<file path="src/rtl/cbs_pkg.sv">
package cbs_pkg;
    localparam int unsigned BYTE_W = 8;

    typedef enum logic {
        SQ_RUN   = 1'b0,
        SQ_SPENT = 1'b1
    } seq_st_e;
endpackage

</file>
<file path="src/rtl/cbs_store.sv">
module cbs_store #(
    parameter int unsigned DEPTH = 64,
    parameter int unsigned DW    = 8,
    localparam int unsigned AW   = (DEPTH > 1) ? $clog2(DEPTH) : 1
) (
    input  logic          clk,
    input  logic          wr_en,
    input  logic [AW-1:0] wr_addr,
    input  logic [DW-1:0] wr_data,
    input  logic          len_we,
    input  logic [AW-1:0] len_last,
    input  logic [AW-1:0] rd_addr,
    output logic [DW-1:0] rd_data,
    output logic [AW-1:0] last_addr
);
    logic [DW-1:0] mem_q [DEPTH];
    logic [AW-1:0] last_d, last_q;

    always_comb begin
        last_d = last_q;
        if (len_we) begin
            last_d = len_last;
        end
    end

    always_ff @(posedge clk) begin
        last_q <= last_d;
        if (wr_en) begin
            mem_q[wr_addr] <= wr_data;
        end
    end

    assign rd_data   = mem_q[rd_addr];
    assign last_addr = last_q;
endmodule

</file>
<file path="src/rtl/cbs_sequencer.sv">
module cbs_sequencer #(
    parameter int unsigned AW = 6
) (
    input  logic          clk,
    input  logic          oe_rst_n,
    input  logic          ce_n,
    input  logic          busy,
    input  logic [AW-1:0] last_addr,
    output logic [AW-1:0] rd_addr,
    output logic          spent
);
    import cbs_pkg::*;

    typedef struct packed {
        logic [AW-1:0] addr;
        seq_st_e       st;
    } seq_t;

    seq_t seq_d, seq_q;
    logic fire;

    always_comb begin
        seq_d = seq_q;
        fire  = !ce_n && !busy && (seq_q.st == SQ_RUN);
        if (fire) begin
            if (seq_q.addr == last_addr) begin
                seq_d.st = SQ_SPENT;
            end else begin
                seq_d.addr = AW'(seq_q.addr + 1'b1);
            end
        end
    end

    always_ff @(posedge clk or negedge oe_rst_n) begin
        if (!oe_rst_n) begin
            seq_q <= '{addr: '0, st: SQ_RUN};
        end else begin
            seq_q <= seq_d;
        end
    end

    assign rd_addr = seq_q.addr;
    assign spent   = (seq_q.st == SQ_SPENT);

    // a stalled edge changes nothing
    assert_busy_hold_R2: assert property (@(posedge clk) disable iff (!oe_rst_n)
        busy |=> ($stable(seq_q.addr) && $stable(seq_q.st)));

    // disabled chip does not move
    assert_ce_hold_R3: assert property (@(posedge clk) disable iff (!oe_rst_n)
        ce_n |=> ($stable(seq_q.addr) && $stable(seq_q.st)));

    // a consumed byte that is not the last steps the pointer by one
    assert_step_R1: assert property (@(posedge clk) disable iff (!oe_rst_n)
        (!ce_n && !busy && seq_q.st == SQ_RUN && seq_q.addr != last_addr)
        |=> (seq_q.addr == AW'($past(seq_q.addr) + 1'b1)));

    // spent is sticky until reset
    assert_spent_sticky_R5: assert property (@(posedge clk) disable iff (!oe_rst_n)
        (seq_q.st == SQ_SPENT) |=> (seq_q.st == SQ_SPENT));

    // reset holds the pointer at the first byte
    always @(posedge clk) begin
        if (!oe_rst_n) begin
            assert_rst_origin_R4: assert (seq_q.addr == '0 && seq_q.st == SQ_RUN);
        end
    end
endmodule

</file>
<file path="src/rtl/cfg_byte_streamer.sv">
module cfg_byte_streamer #(
    parameter int unsigned DEPTH = 64,
    localparam int unsigned DW   = cbs_pkg::BYTE_W,
    localparam int unsigned AW   = (DEPTH > 1) ? $clog2(DEPTH) : 1
) (
    input  logic          clk,
    input  logic          oe_rst_n,
    input  logic          ce_n,
    input  logic          busy,
    input  logic          wr_en,
    input  logic [AW-1:0] wr_addr,
    input  logic [DW-1:0] wr_data,
    input  logic          len_we,
    input  logic [AW-1:0] len_last,
    output logic [DW-1:0] dout,
    output logic          dout_vld,
    output logic          ce_out_n
);
    logic [AW-1:0] rd_addr;
    logic [AW-1:0] last_addr;
    logic [DW-1:0] rd_data;
    logic          spent;

    cbs_store #(.DEPTH(DEPTH), .DW(DW)) i_store (
        .clk       (clk),
        .wr_en     (wr_en),
        .wr_addr   (wr_addr),
        .wr_data   (wr_data),
        .len_we    (len_we),
        .len_last  (len_last),
        .rd_addr   (rd_addr),
        .rd_data   (rd_data),
        .last_addr (last_addr)
    );

    cbs_sequencer #(.AW(AW)) i_seq (
        .clk       (clk),
        .oe_rst_n  (oe_rst_n),
        .ce_n      (ce_n),
        .busy      (busy),
        .last_addr (last_addr),
        .rd_addr   (rd_addr),
        .spent     (spent)
    );

    always_comb begin
        dout_vld = oe_rst_n && !ce_n && !spent;
        dout     = dout_vld ? rd_data : '0;
        ce_out_n = !(spent && !ce_n);
    end

    // never hand off while disabled
    assert_ceo_idle_R6: assert property (@(posedge clk) disable iff (!oe_rst_n)
        ce_n |-> (ce_out_n && !dout_vld));

    // a valid byte and a handoff never coexist
    assert_no_overlap_R5: assert property (@(posedge clk) disable iff (!oe_rst_n)
        dout_vld |-> ce_out_n);
endmodule

</file>
<file path="config.mk">
export PLATFORM = sky130hd
export DESIGN_NAME = cfg_byte_streamer
export DESIGN_NICKNAME = d
export VERILOG_FILES = /design/src/rtl/cbs_pkg.sv /design/src/rtl/cbs_store.sv /design/src/rtl/cbs_sequencer.sv /design/src/rtl/cfg_byte_streamer.sv
export SDC_FILE = /design/constraint.sdc
export NUM_CORES = 1
export LEC_CHECK = 0
export BUFFER_PORTS_ARGS = -buffer_cell sky130_fd_sc_hd__buf_2
export CAP_MARGIN = 30
export CORE_MARGIN = 4
export CORE_UTILIZATION = 45
export DETAILED_ROUTE_END_ITERATION = 7
export PLACE_DENSITY = 0.69
export SYNTH_ARGS = -nofsm -noshare
export SYNTH_HDL_FRONTEND = slang
export SYNTH_SLANG_ARGS = --single-unit
export TNS_END_PERCENT = 100
</file>
<file path="constraint.sdc">
create_clock -name clk -period 2 [get_ports clk]
set_clock_uncertainty 0.15 [all_clocks]
set_input_delay 0.1 -clock clk [delete_from_list [all_inputs] [get_ports clk]]
set_output_delay 0.1 -clock clk [all_outputs]
set_load 0.005 [all_outputs]
</file>
==> summary.txt, run 1 <==
Status
  • Status: complete, but fails checks
  • Failing checks: negative setup slack

Layout
  • Register Area: 0.0157 mm²
  • Commonest non-fill, non-tap cells in the layout: 518 x edfxtp_1, 159 x buf_4, 93 x mux4_2
  • Diodes inserted: 0
  • Ratio of cells with drive above 1 in the final layout: 0.359
  • Multi-input logic area: 0.00478 mm²
  • Most common cell after layout, fill and taps aside: edfxtp_1
  • Area grow syn2layout: 22.6%
  • Fillers: 3,363
  • NumNets Final: 1,290

Pwr
  • P_int: 22.9 mW
  • Total power: 32.5 mW
  • Clock Power Share: 0.287
  • Net Sw Frac: 0.295
  • Peak supply drop: 734 µV
  • Psw: 9.61 mW
  • Leak: 8.52 nW
  • Seq pwr share: 0.381
  • Combinational share of power: 0.333
  • Power Density: 1290 mW/mm²

Drt
  • Final wirelength: 49,700 µm
  • Wire length per cell: 26.1 µm
  • Drt first pass iters: 5
  • Via density: 5.80
  • Post-route ant nets: 0
  • Via count: 11,048
  • # DRC: 0
  • Starting DRT DRC Count: 1,099

Worst setup path
  • Flop2flop setup slack: -280 ps
  • Worst setup path startpoint: i_seq.rd_addr[1]$_DFFE_PN0P_
  • Worst endpoint required time: 1750 ps
  • WS Path Type: reg2out
  • Slowest CP cell: dfrtp_4
  • CP arrival: 2810 ps
  • Reg2Reg Depth: 10
  • WP depth: 9
  • Most common cell on crit path: buf_4
  • Crit-path max FO: 9
  • Slowest stage delay, CP: 490 ps
  • CP Buf/Inv Count: 4
  • CP Launch Type: register
  • Critical path, cell by cell: buf_4 -> nand3b_1 -> buf_4 -> o221ai_1 -> a211oi_2 -> buf_4 -> a21oi_1 -> a32o_1 -> buf_2
  • Worst setup EP type: primary output
  • Reg2reg start: i_seq.rd_addr[0]$_DFFE_PN0P_
  • Delay-heaviest family, CP: compound AO/OA/AOI/OAI gates

Hold path
  • Worst Min Path Start: wr_data[3]
  • Hold crit path type: in2reg
  • Hold-critical path depth: 1

Clock network
  • Clock tree from TritonCTS: yes
  • Clock buffer count from CTS: 52
  • Clock sinks: 525
  • Clock Latency Late Sink: 600 ps
  • Root Buffer: clkbuf_16
  • H-tree depth: 2
  • Clock transition at path regs: 60 ps
  • Max clock buf depth: 3

Floorplanning
  • Die area: 0.0492 mm²
  • Die height: 222 µm
  • Num rows: 78
  • I/O pin count: 36
  • Initial core utilization: 0.454
  • Chip width: 222 µm
  • Core Area: 0.0453 mm²

STA
  • Final setup fails: 14
  • Fmax: 0.327 GHz
  • Period utilization: 1.53
  • Fin. max-slew vios: 0
  • Max transition margin: 0.427
  • Unrepaired setup endpoints after global routing: true
  • Hold Violations, Final: 0
  • Setup TNS: -9610 ps
  • Fin crit period: 3060 ps
  • Min setup slack post-route: -1060 ps
  • Tightest Pin Transition: 859 ps

Yosys
  • Mean Syn Cell Area: 20.3 µm²
  • Sequential-to-total area share from yosys stat: 0.764
  • Post-synthesis async set-or-reset flop share: 0.0133
  • Post-Syn Area: 0.0206 mm²
  • Number of synthesized flops with an enable pin: 518
  • Post-synth cell types: 48
  • Top_reg_cell synth: edfxtp_1
  • Synth Instances: 1,014
  • Synth warn: 0
  • Synth Register Bits: 525
  • Syn_nets: 1,041

Place
  • Post-DP HPWL: 31,600 µm
  • Port Buffers: 35
  • Placer congestion estimate: 0.937

Global route
  • Vias in the first global route: 11,320
  • Gr ovfl total: 0
  • Largest net degree at the start of global routing: 65
  • Gr usage total: 0.203
  • First-pass GRT wire length: 74,700 µm
  • Initial antenna violation count: 0

Job
  • Max Cap Viol: 0
-- worst register-to-register path: cells and delay by family, from the launching register on --
kind            cells  cell delay (ps)
buf+inv             5              750
xor+xnor            2              290
flops               1              500
simple gates        2              160
compound gates      1              300
-- kinds of logic (layout without fill, tap and decap cells) --
| group | Yosys count | after routing | synth area share |
|---|---|---|---|
| AO/OA/AOI/OAI | 112 | 112 | 0.0396 |
| XOR/XNOR | 11 | 11 | 0.00468 |
| adder cells (fa/ha/maj) | 1 | 1 | 0.000608 |
| buffers and inverters | 62 | 353 | 0.0185 |
| flip-flops | 525 | 525 | 0.764 |
| multiplexers | 177 | 177 | 0.145 |
| AND/OR/NAND/NOR | 126 | 126 | 0.0269 |
-- per-layer routing --
layer | up-vias | global-route usage | wire [µm]
li1 | 4698 | - | -
met4 | 0 | 0.0750 | 1700
met2 | 511 | 0.319 | 23900
met1 | 5735 | 0.291 | 20300
met3 | 104 | 0.0312 | 3860
met5 | - | 0 | 0
-- power groups by stage --
stage          clock (mW)  combinational (mW)  sequential (mW)
2_1_floorplan           0                5.88             12.5
3_3_place_gp            0                8.92             12.7
3_5_place_dp            0                9.01             12.7
4_1_cts              9.48                10.5             12.4
5_1_grt              9.95                11.3             12.4
6_report             9.32                10.8             12.4
-- stage by stage --
stage,instances,hold WS (ps),instance area [µm²],setup slack (ps),util
floorplan,1014,-346,20700,-5.26,-
global placement,1766,-41.6,22700,-653,0.502
detailed placement,1766,-45.6,22700,-661,0.502
CTS,1900,21.8,25100,-1080,0.554
global route,1905,47.8,25200,-1120,0.557
finish,1905,15.7,25200,-1060,0.557
-- synth_stat cells, types with 2 or more instances --
| master | number | area [µm²] |
|---|---|---|
| edfxtp_1 | 518 | 15600 |
| mux4_2 | 89 | 2000 |
| mux2i_1 | 78 | 781 |
| nor2_1 | 73 | 274 |
| a211oi_1 | 21 | 158 |
| clkbuf_1 | 21 | 78.8 |
| nand2_1 | 16 | 60.1 |
| o22ai_1 | 16 | 100 |
| buf_2 | 15 | 75.1 |
| o221ai_1 | 15 | 131 |
| a21oi_1 | 14 | 70.1 |
| a22oi_1 | 8 | 60.1 |
| buf_4 | 8 | 60.1 |
| nand3_1 | 8 | 40.0 |
| o21ai_0 | 8 | 40.0 |
| xnor2_1 | 8 | 70.1 |
| a22o_1 | 7 | 61.3 |
| dfrtp_1 | 7 | 175 |
| nor2b_1 | 7 | 43.8 |
| nor3_1 | 7 | 35.0 |
| a32o_1 | 6 | 60.1 |
| buf_6 | 6 | 67.6 |
| mux4_1 | 6 | 158 |
| buf_1 | 5 | 18.8 |
| o21ai_1 | 5 | 25.0 |
| mux2_2 | 4 | 45.0 |
| nand2b_1 | 4 | 25.0 |
| inv_1 | 3 | 11.3 |
| nand3b_1 | 3 | 22.5 |
| nand4_1 | 3 | 18.8 |
| xor2_1 | 3 | 26.3 |
| a221oi_1 | 2 | 17.5 |
| buf_12 | 2 | 40.0 |
| buf_8 | 2 | 30.0 |
| o2bb2ai_1 | 2 | 17.5 |
| o31ai_1 | 2 | 15.0 |
-- sequential cells by signal, indices dropped and copies added, names as in the netlist --
register,cells
i_store.last_addr,6
i_seq.spent,1
i_store.mem_q,512
i_seq.rd_addr,6
-- what timing repair did --
item / CTS / global route
pin swaps: 17 / 9
hold buffers: 21 / 0
endpoints found under the hold margin: 198 / 0
setup buffers: 12 / 4
gates resized for setup: 62 / 22
setup endpoints to repair: 14 / 20
cloned: 5 / 1
-- final timing paths --
check | to
worst max-delay path | dout[3]
worst min-delay path | i_store.mem_q[24][3]$_DFFE_PP_
worst max register to register | i_seq.rd_addr[4]$_DFFE_PN0P_
worst min register to register | i_seq.rd_addr[5]$_DFFE_PN0P_
max in group asynchronous | i_seq.rd_addr[0]$_DFFE_PN0P_
min in group asynchronous | i_seq.rd_addr[1]$_DFFE_PN0P_
-- final cells by class --
cell class,count,share of cell area
flip-flops and latches,525,0.624
multi-input cells,427,0.189
repair buffers,254,0.0921
clock buffers,64,0.0542
well taps,600,0.0298
clock inverters,32,0.0103
inverters,3,0.000446
Power figures use the tool's default switching activity.
==> run 2, diff against run 1 <==
ABC_AREA = 1   (was unset)
==> run 2 against run 1 <==
Against the previous run: the run still ends with negative setup slack left; worst setup slack improved by 210 ps; fmax rose by 7.4%; final cell count rose by 50%; area after synthesis rose by 6.8%; utilization rose by 0.47 points; largest cell class unchanged.
==> summary.txt, run 2 <==
Clock network
  • Clock Latency Late Sink: 580 ps (-20 ps)
  • Root Buffer: clkbuf_16
  • Max clock buf depth: 3 (unchanged)
  • Clock buffer count from CTS: 51 (-1.9%)
  • Clock sinks: 525 (unchanged)
  • H-tree depth: 2 (unchanged)
  • Clock transition at path regs: 60 ps (about the same)
  • Clock tree from TritonCTS: yes

Global route
  • Vias in the first global route: 15,174 (+34%)
  • Largest net degree at the start of global routing: 65 (unchanged)
  • First-pass GRT wire length: 88,600 µm (+19%)
  • Gr ovfl total: 0 (unchanged)
  • Initial antenna violation count: 1 (+1)
  • Gr usage total: 0.218 (+0.0152)

Layout
  • Ratio of cells with drive above 1 in the final layout: 0.183 (-0.175)
  • Fillers: 3,876 (+15%)
  • Area grow syn2layout: 22.8%
  • Most common cell after layout, fill and taps aside: nand2_1
  • Layout Cells excl Fill: 2,849 (+50%)
  • Util after Layout: 0.562 (+0.00471)
  • NumNets Final: 2,219 (+72%)
  • Max FFs per register: 512 (unchanged)
  • Largest reg by FF count: i_store.mem_q
  • Commonest non-fill, non-tap cells in the layout: 557 x nand2_1, 518 x edfxtp_1, 242 x nand3_1

Drt
  • Starting DRT DRC Count: 1,933 (+76%)
  • M1 WL: 23,900 µm (+17%)
  • # DRC: 0 (unchanged)
  • Met3 wire length: 5440 µm (+41%)
  • Via count: 15,501 (+40%)
  • Drt first pass iters: 5 (unchanged)
  • Post-route ant nets: 0 (unchanged)
  • Top Metal Used: met4
  • Final wirelength: 58,800 µm (+18%)
  • Routed length on met2: 27,900 µm (+17%)
  • Wire length per cell: 20.6 µm (-21%)
  • Via density: 5.44 (-6.2%)

Job
  • Max Cap Viol: 0 (unchanged)

Place
  • DP Cell Count: 2,711 (+54%)
  • Post-DP HPWL: 33,700 µm (+6.6%)
  • Port Buffers: 35 (unchanged)
  • Setup WS pre-CTS: -453 ps (+207 ps)
  • Placer congestion estimate: 0.904 (-3.4%)

Yosys
  • Post-Synth XOR/XNOR Area: 0.00398 (-0.000698)
  • Synth Register Bits: 525 (unchanged)
  • Mean Syn Cell Area: 11.0 µm² (-46%)
  • Post-synthesis async set-or-reset flop share: 0.0133 (unchanged)
  • Post-synth top cells: 583 x nand2_1, 518 x edfxtp_1, 275 x nand3_1
  • Compound-Gate Fraction of Synth Area: 0.0242 (-0.0153)
  • Yosys top cell by area: edfxtp_1
  • Synth top area cells: edfxtp_1 71%, nand2_1 10%, nand3_1 6.3%
  • Simple-gate share of the synthesized area: 0.209 (+0.182)
  • Number of synthesized flops with an enable pin: 518 (unchanged)
  • Top_reg_cell synth: edfxtp_1
  • Synth Instances: 2,006 (+98%)
  • Post-Syn Area: 0.0220 mm² (+6.8%)
  • Synth warn: 0 (unchanged)
  • Sequential-to-total area share from yosys stat: 0.716 (-0.0489)
  • Syn_nets: 2,033 (+95%)
  • Post-synthesis mux area share: 0 (-0.145)
  • Largest family of logic cells by synthesized area: simple AND/OR/NAND/NOR gates
  • Top-area cell type share of the netlist area: 0.708 (-0.0484)
  • Post-synth cell types: 22 (-54%)
  • Count leader, synth: nand2_1
  • Adder-Cell Fraction of Synth Area: 0.000569 (-0.0000389)

Pwr
  • Leak: 10.3 nW (+21%)
  • Net Sw Frac: 0.199 (-0.0959)
  • Psw: 4.43 mW (-54%)
  • Power Density: 822 mW/mm² (-36%)
  • Total power: 22.2 mW (-32%)
  • Seq pwr share: 0.549 (+0.168)
  • Combinational share of power: 0.021 (-0.312)
  • P_int: 17.8 mW (-22%)
  • Clock Power Share: 0.429 (+0.142)
  • Peak supply drop: 741 µV (+0.89%)

Hold path
  • Hold-critical path depth: 2 (+1)
  • Hold crit path type: in2reg
  • Worst Min Path Start: len_last[5]

Worst setup path
  • CP Buf/Inv Count: 4 (unchanged)
  • Reg2reg start: i_seq.rd_addr[0]$_DFFE_PN0P_
  • Slowest CP cell: dfrtp_4
  • Delay-heaviest family, CP: buffers and inverters
  • Worst endpoint required time: 1750 ps (about the same)
  • Slowest stage delay, CP: 590 ps (+100 ps)
  • Crit-path max FO: 9 (unchanged)
  • Reg2Reg Depth: 7 (-3)
  • Worst setup EP type: primary output
  • CP Launch Type: register
  • WP depth: 12 (+3)
  • Worst setup path startpoint: i_seq.rd_addr[0]$_DFFE_PN0P_
  • Critical path, cell by cell: buf_12 -> buf_4 -> clkbuf_16 -> nand2_1 -> nand2_1 -> nand2_1 -> nand3_1 -> nand3_1 -> nand2_2 -> nand3_1 -> a21oi_2 -> buf_2
  • WS Path Type: reg2out
  • CP arrival: 2600 ps (-210 ps)

STA
  • Final setup fails: 11 (-3)
  • Tightest Pin Transition: 774 ps (-85.4 ps)
  • Min setup slack post-route: -851 ps (+210 ps)
  • Fin. max-slew vios: 0 (unchanged)
  • Unrepaired setup endpoints after global routing: true
  • Worst hold margin: 84.3 ps (+68.6 ps)
  • Period utilization: 1.43 (-0.105)
  • Hold Violations, Final: 0 (unchanged)
  • Fmax: 0.351 GHz (+7.4%)
  • Fin crit period: 2850 ps (-210 ps)
  • Max transition margin: 0.484 (+0.0569)

Floorplanning
  • Die area: 0.0525 mm² (+6.6%)
  • Die height: 229 µm (+3.2%)
  • I/O pin count: 36 (unchanged)
  • Chip width: 229 µm (+3.2%)
  • Core Area: 0.0480 mm² (+6.1%)
  • Num rows: 80 (+2.6%)
  • Initial core utilization: 0.458 (+0.00314)

Status
  • Failing checks: negative setup slack
  • Status: complete, but fails checks
==> run 2: per-layer routing <==
metal | vias up | track usage
li1 | 7173 | -
met1 | 7498 | 0.306
met2 | 721 | 0.352
met3 | 109 | 0.0349
met4 | 0 | 0.0664
met5 | - | 0
==> run 2: path summary, 6_finish.rpt <==
check	endpoint	slack (ps)
setup / recovery	dout[2]	-850
hold / removal	i_store.last_addr[5]$_DFFE_PP_	80
setup reg to reg	i_seq.rd_addr[4]$_DFFE_PN0P_	-60
hold reg to reg	i_seq.spent$_DFFE_PN0P_	400
max in group asynchronous	i_seq.rd_addr[1]$_DFFE_PN0P_	920
min in group asynchronous	i_seq.rd_addr[0]$_DFFE_PN0P_	440
==> run 2: cell type report <==
cell class	count	area, µm²	share of cell area
Sequential cell	525	15700	0.583
Tap cell	615	769	0.0285
Timing Repair inverter	1	16.3	0.000602
Clock buffer	65	1370	0.0507
Multi-Input combinational cell	1234	5750	0.213
Clock inverter	29	275	0.0102
Antenna cell	1	2.50	0.0000927
Inverter	138	532	0.0197
Timing Repair Buffer	241	2550	0.0944
==> run 2: power by group through the flow <==
stage / Clock [mW] / Sequential, mW / Combinational [mW]
6_report: 9.53 / 12.2 / 0.474
2_1_floorplan: 0 / 12.4 / 0.0927
3_3_place_gp: 0 / 12.4 / 0.422
5_1_grt: 10.1 / 12.2 / 0.508
3_5_place_dp: 0 / 12.4 / 0.428
4_1_cts: 9.62 / 12.2 / 0.466
==> run 2: kinds of logic (layout without fill, tap and decap cells) <==
family / Yosys count / after routing
and+or+nand+nor: 1117 / 1117
DFF: 525 / 525
buffers and inverters: 247 / 474
AOI/OAI and AO/OA: 106 / 106
xor gates and xnor gates: 10 / 10
adders and majority gates: 1 / 1
other: 0 / 1
==> run 2: through the flow <==
step,TNS (ps),cell area [µm²]
global placement,-2480,24000
detailed placement,-2430,24000
finish,-6580,27000
global route,-7520,27000
floorplan,-1030,22000
CTS,-6540,26500
==> run 2: repair_timing <==
item | CTS | global route
gates resized for setup | 80 | 100
buffers inserted | 6 | 3
pin swaps | 18 | 38
endpoints found under the setup margin | 9 | 14
hold buffers | 21 | 0
cloned | 7 | 6
endpoints found under the hold margin | 530 | 0
==> run 3, diff against run 2 <==
clock period = 2.6 ns   (was 2 ns; I/O delays follow)
==> run 3 against run 2 <==
Against the previous run: the flow still finishes with violations (negative setup slack); register-to-register slack improved by 330 ps; critical endpoint is now dout[6]; power decreased by 23%; critical path depth unchanged.
==> summary.txt, run 3 (synthesized netlist as in run 2, its figures left out) <==
Status
  • Status: complete, but fails checks
  • Failing checks: negative setup slack

STA
  • Min setup slack post-route: -356 ps (+495 ps)
  • Period utilization: 1.14
  • Final setup fails: 8 (-3)
  • Setup TNS: -2570 ps (+4010 ps)
  • Worst hold margin: 12.0 ps (-72.3 ps)
  • Max transition margin: 0.421 (-0.0625)
  • Hold Violations, Final: 0 (unchanged)
  • Fin crit period: 2960 ps
  • Fin. max-slew vios: 0 (unchanged)
  • Tightest Pin Transition: 868 ps (+93.8 ps)
  • Fmax: 0.338 GHz
  • Unrepaired setup endpoints after global routing: true

Place
  • Port Buffers: 35 (unchanged)
  • Setup WS pre-CTS: -26.7 ps (+427 ps)
  • Placer congestion estimate: 0.899 (-0.63%)
  • Post-DP HPWL: 34,800 µm (+3.2%)
  • Placed Instance Area: 0.0236 mm² (-1.8%)
  • DP Cell Count: 2,667 (-1.6%)

Layout
  • NumNets Final: 2,186 (-1.5%)
  • Largest reg by FF count: i_store.mem_q
  • Layout Cells excl Fill: 2,814 (-1.2%)
  • Post-route cell area: 0.0266 mm² (-1.3%)
  • Util after Layout: 0.554 (-0.00745)
  • Diodes inserted: 0 (-1)
  • Commonest non-fill, non-tap cells in the layout: 558 x nand2_1, 518 x edfxtp_1, 231 x nand3_1
  • Ratio of cells with drive above 1 in the final layout: 0.174 (-0.00899)
  • Max FFs per register: 512 (unchanged)
  • Most common cell after layout, fill and taps aside: nand2_1
  • Area grow syn2layout: 21.2%

Worst setup path
  • Worst endpoint required time: 2320 ps (+570 ps)
  • Reg2Reg Depth: 7 (unchanged)
  • Critical path, cell by cell: buf_12 -> inv_16 -> buf_6 -> nand2_1 -> nand2_1 -> nand2_1 -> a21oi_2 -> nor2_2 -> nand2_1 -> nand3_1 -> a21oi_2 -> buf_2
  • Most common cell on crit path: nand2_1
  • Slowest CP cell: dfrtp_4
  • CP arrival: 2680 ps (+80 ps)
  • CP Launch Type: register
  • Worst setup EP type: primary output
  • Reg2reg start: i_seq.rd_addr[0]$_DFFE_PN0P_
  • WS Path Type: reg2out
  • Slowest stage delay, CP: 530 ps (-60 ps)
  • Worst r2r dst: i_seq.spent$_DFFE_PN0P_
  • Flop2flop setup slack: 270 ps (+330 ps)
  • Crit-path max FO: 10 (+1)

Drt
  • # DRC: 0 (unchanged)
  • Via count: 15,715 (+1.4%)
  • Wire length per cell: 21.9 µm (+5.9%)
  • Via density: 5.58 (+2.6%)
  • Final wirelength: 61,500 µm (+4.6%)
  • Starting DRT DRC Count: 2,095 (+8.4%)
  • Post-route ant nets: 0 (unchanged)
  • Drt first pass iters: 8 (+3)

Global route
  • Gr ovfl total: 0 (unchanged)
  • Initial antenna violation count: 1 (unchanged)
  • Largest net degree at the start of global routing: 72 (+11%)
  • First-pass GRT wire length: 92,200 µm (+4.1%)
  • Vias in the first global route: 15,092 (-0.54%)
  • Gr usage total: 0.229 (+0.0113)

Clock network
  • H-tree depth: 2 (unchanged)
  • Clock buffer count from CTS: 53 (+3.9%)
  • Max clock buf depth: 3 (unchanged)
  • Clock transition at path regs: 60 ps (about the same)
  • Clock sinks: 525 (unchanged)
  • Root Buffer: clkbuf_16
  • Clock tree from TritonCTS: yes
  • Clock Latency Late Sink: 600 ps (+20 ps)

Hold path
  • Hold crit path type: in2reg
  • Worst Min Path Start: wr_data[6]
  • Hold-critical path endpoint: i_store.mem_q[15][6]$_DFFE_PP_
  • Hold-critical path depth: 1 (-1)

Job
  • Max Cap Viol: 0 (unchanged)

Floorplanning
  • Die height: 229 µm (unchanged)
  • Initial core utilization: 0.458 (unchanged)
  • Die area: 0.0525 mm² (unchanged)
  • Core Area: 0.0480 mm² (unchanged)
  • I/O pin count: 36 (unchanged)
  • Chip width: 229 µm (unchanged)
  • Num rows: 80 (unchanged)

Pwr
  • Psw: 3.47 mW (-22%)
  • Power Density: 644 mW/mm² (-22%)
  • P_int: 13.7 mW (-23%)
  • Combinational share of power: 0.021 (about the same)
  • Total power: 17.2 mW (-23%)
  • Clock Power Share: 0.432 (+0.003)
  • Seq pwr share: 0.547 (-0.002)
  • Leak: 10.2 nW (-1.1%)
  • Peak supply drop: 619 µV (-16%)
  • Net Sw Frac: 0.202 (+0.00292)
-- run 3: cell count changes in the layout (fill, tap and decap cells not counted), sizes merged --
cell,change
buf,-37
clkbuf,-1
clkinv,-1
clkinvlp,+2
diode,-1
inv,+3
-- run 3: final cells by class --
type	count	area (µm²)
Clock buffer	66	1380
Clock inverter	29	278
Sequential cell	525	15700
Timing Repair inverter	5	78.8
Multi-Input combinational cell	1234	5730
Timing Repair Buffer	202	2120
Fill cell	3892	21400
Tap cell	615	769
Inverter	138	546
-- run 3: worst max-delay path by stage --
stage                                                end                         start
after floorplan           i_store.mem_q[48][0]$_DFFE_PP_                         wr_en
after global placement                           dout[3]  i_seq.rd_addr[0]$_DFFE_PN0P_
after detailed placement                         dout[3]  i_seq.rd_addr[0]$_DFFE_PN0P_
after CTS                                        dout[6]  i_seq.rd_addr[0]$_DFFE_PN0P_
after global routing                             dout[7]  i_seq.rd_addr[0]$_DFFE_PN0P_
final                                            dout[6]  i_seq.rd_addr[0]$_DFFE_PN0P_
-- run 3: what timing repair did --
action | CTS | global route
resized for setup | 96 | 86
buffers inserted | 14 | 1
hold endpoints to repair | 240 | 0
cloned | 13 | 4
pin swaps | 20 | 40
hold buffers | 21 | 0
endpoints found under the setup margin | 8 | 8
-- run 3: per-layer routing --
layer | share of wire | vias to the layer above | routed length (µm) | global-route usage
li1 | - | 7098 | - | -
met1 | 0.40 | 7618 | 24900 | 0.327
met2 | 0.46 | 876 | 28100 | 0.355
met3 | 0.10 | 121 | 6430 | 0.0458
met4 | 0.034 | 2 | 2120 | 0.0765
met5 | 0.00021 | - | 13 | 0
-- run 3: power by group through the flow --
stage / clock [mW] / sequential [mW] / combinational [mW]
after CTS: 7.49 / 9.38 / 0.352
after detailed placement: 0 / 9.56 / 0.328
after global routing: 7.88 / 9.38 / 0.384
final: 7.42 / 9.38 / 0.358
after global placement: 0 / 9.56 / 0.317
after floorplan: 0 / 9.56 / 0.0713
-- run 3: worst max-delay path, delay by kind of cell, from the launching register on --
| family | cells | cell delay, ps |
|---|---|---|
| DFF | 1 | 530 |
| and+or+nand+nor | 6 | 530 |
| buffers and inverters | 4 | 650 |
| AOI/OAI and AO/OA | 2 | 370 |
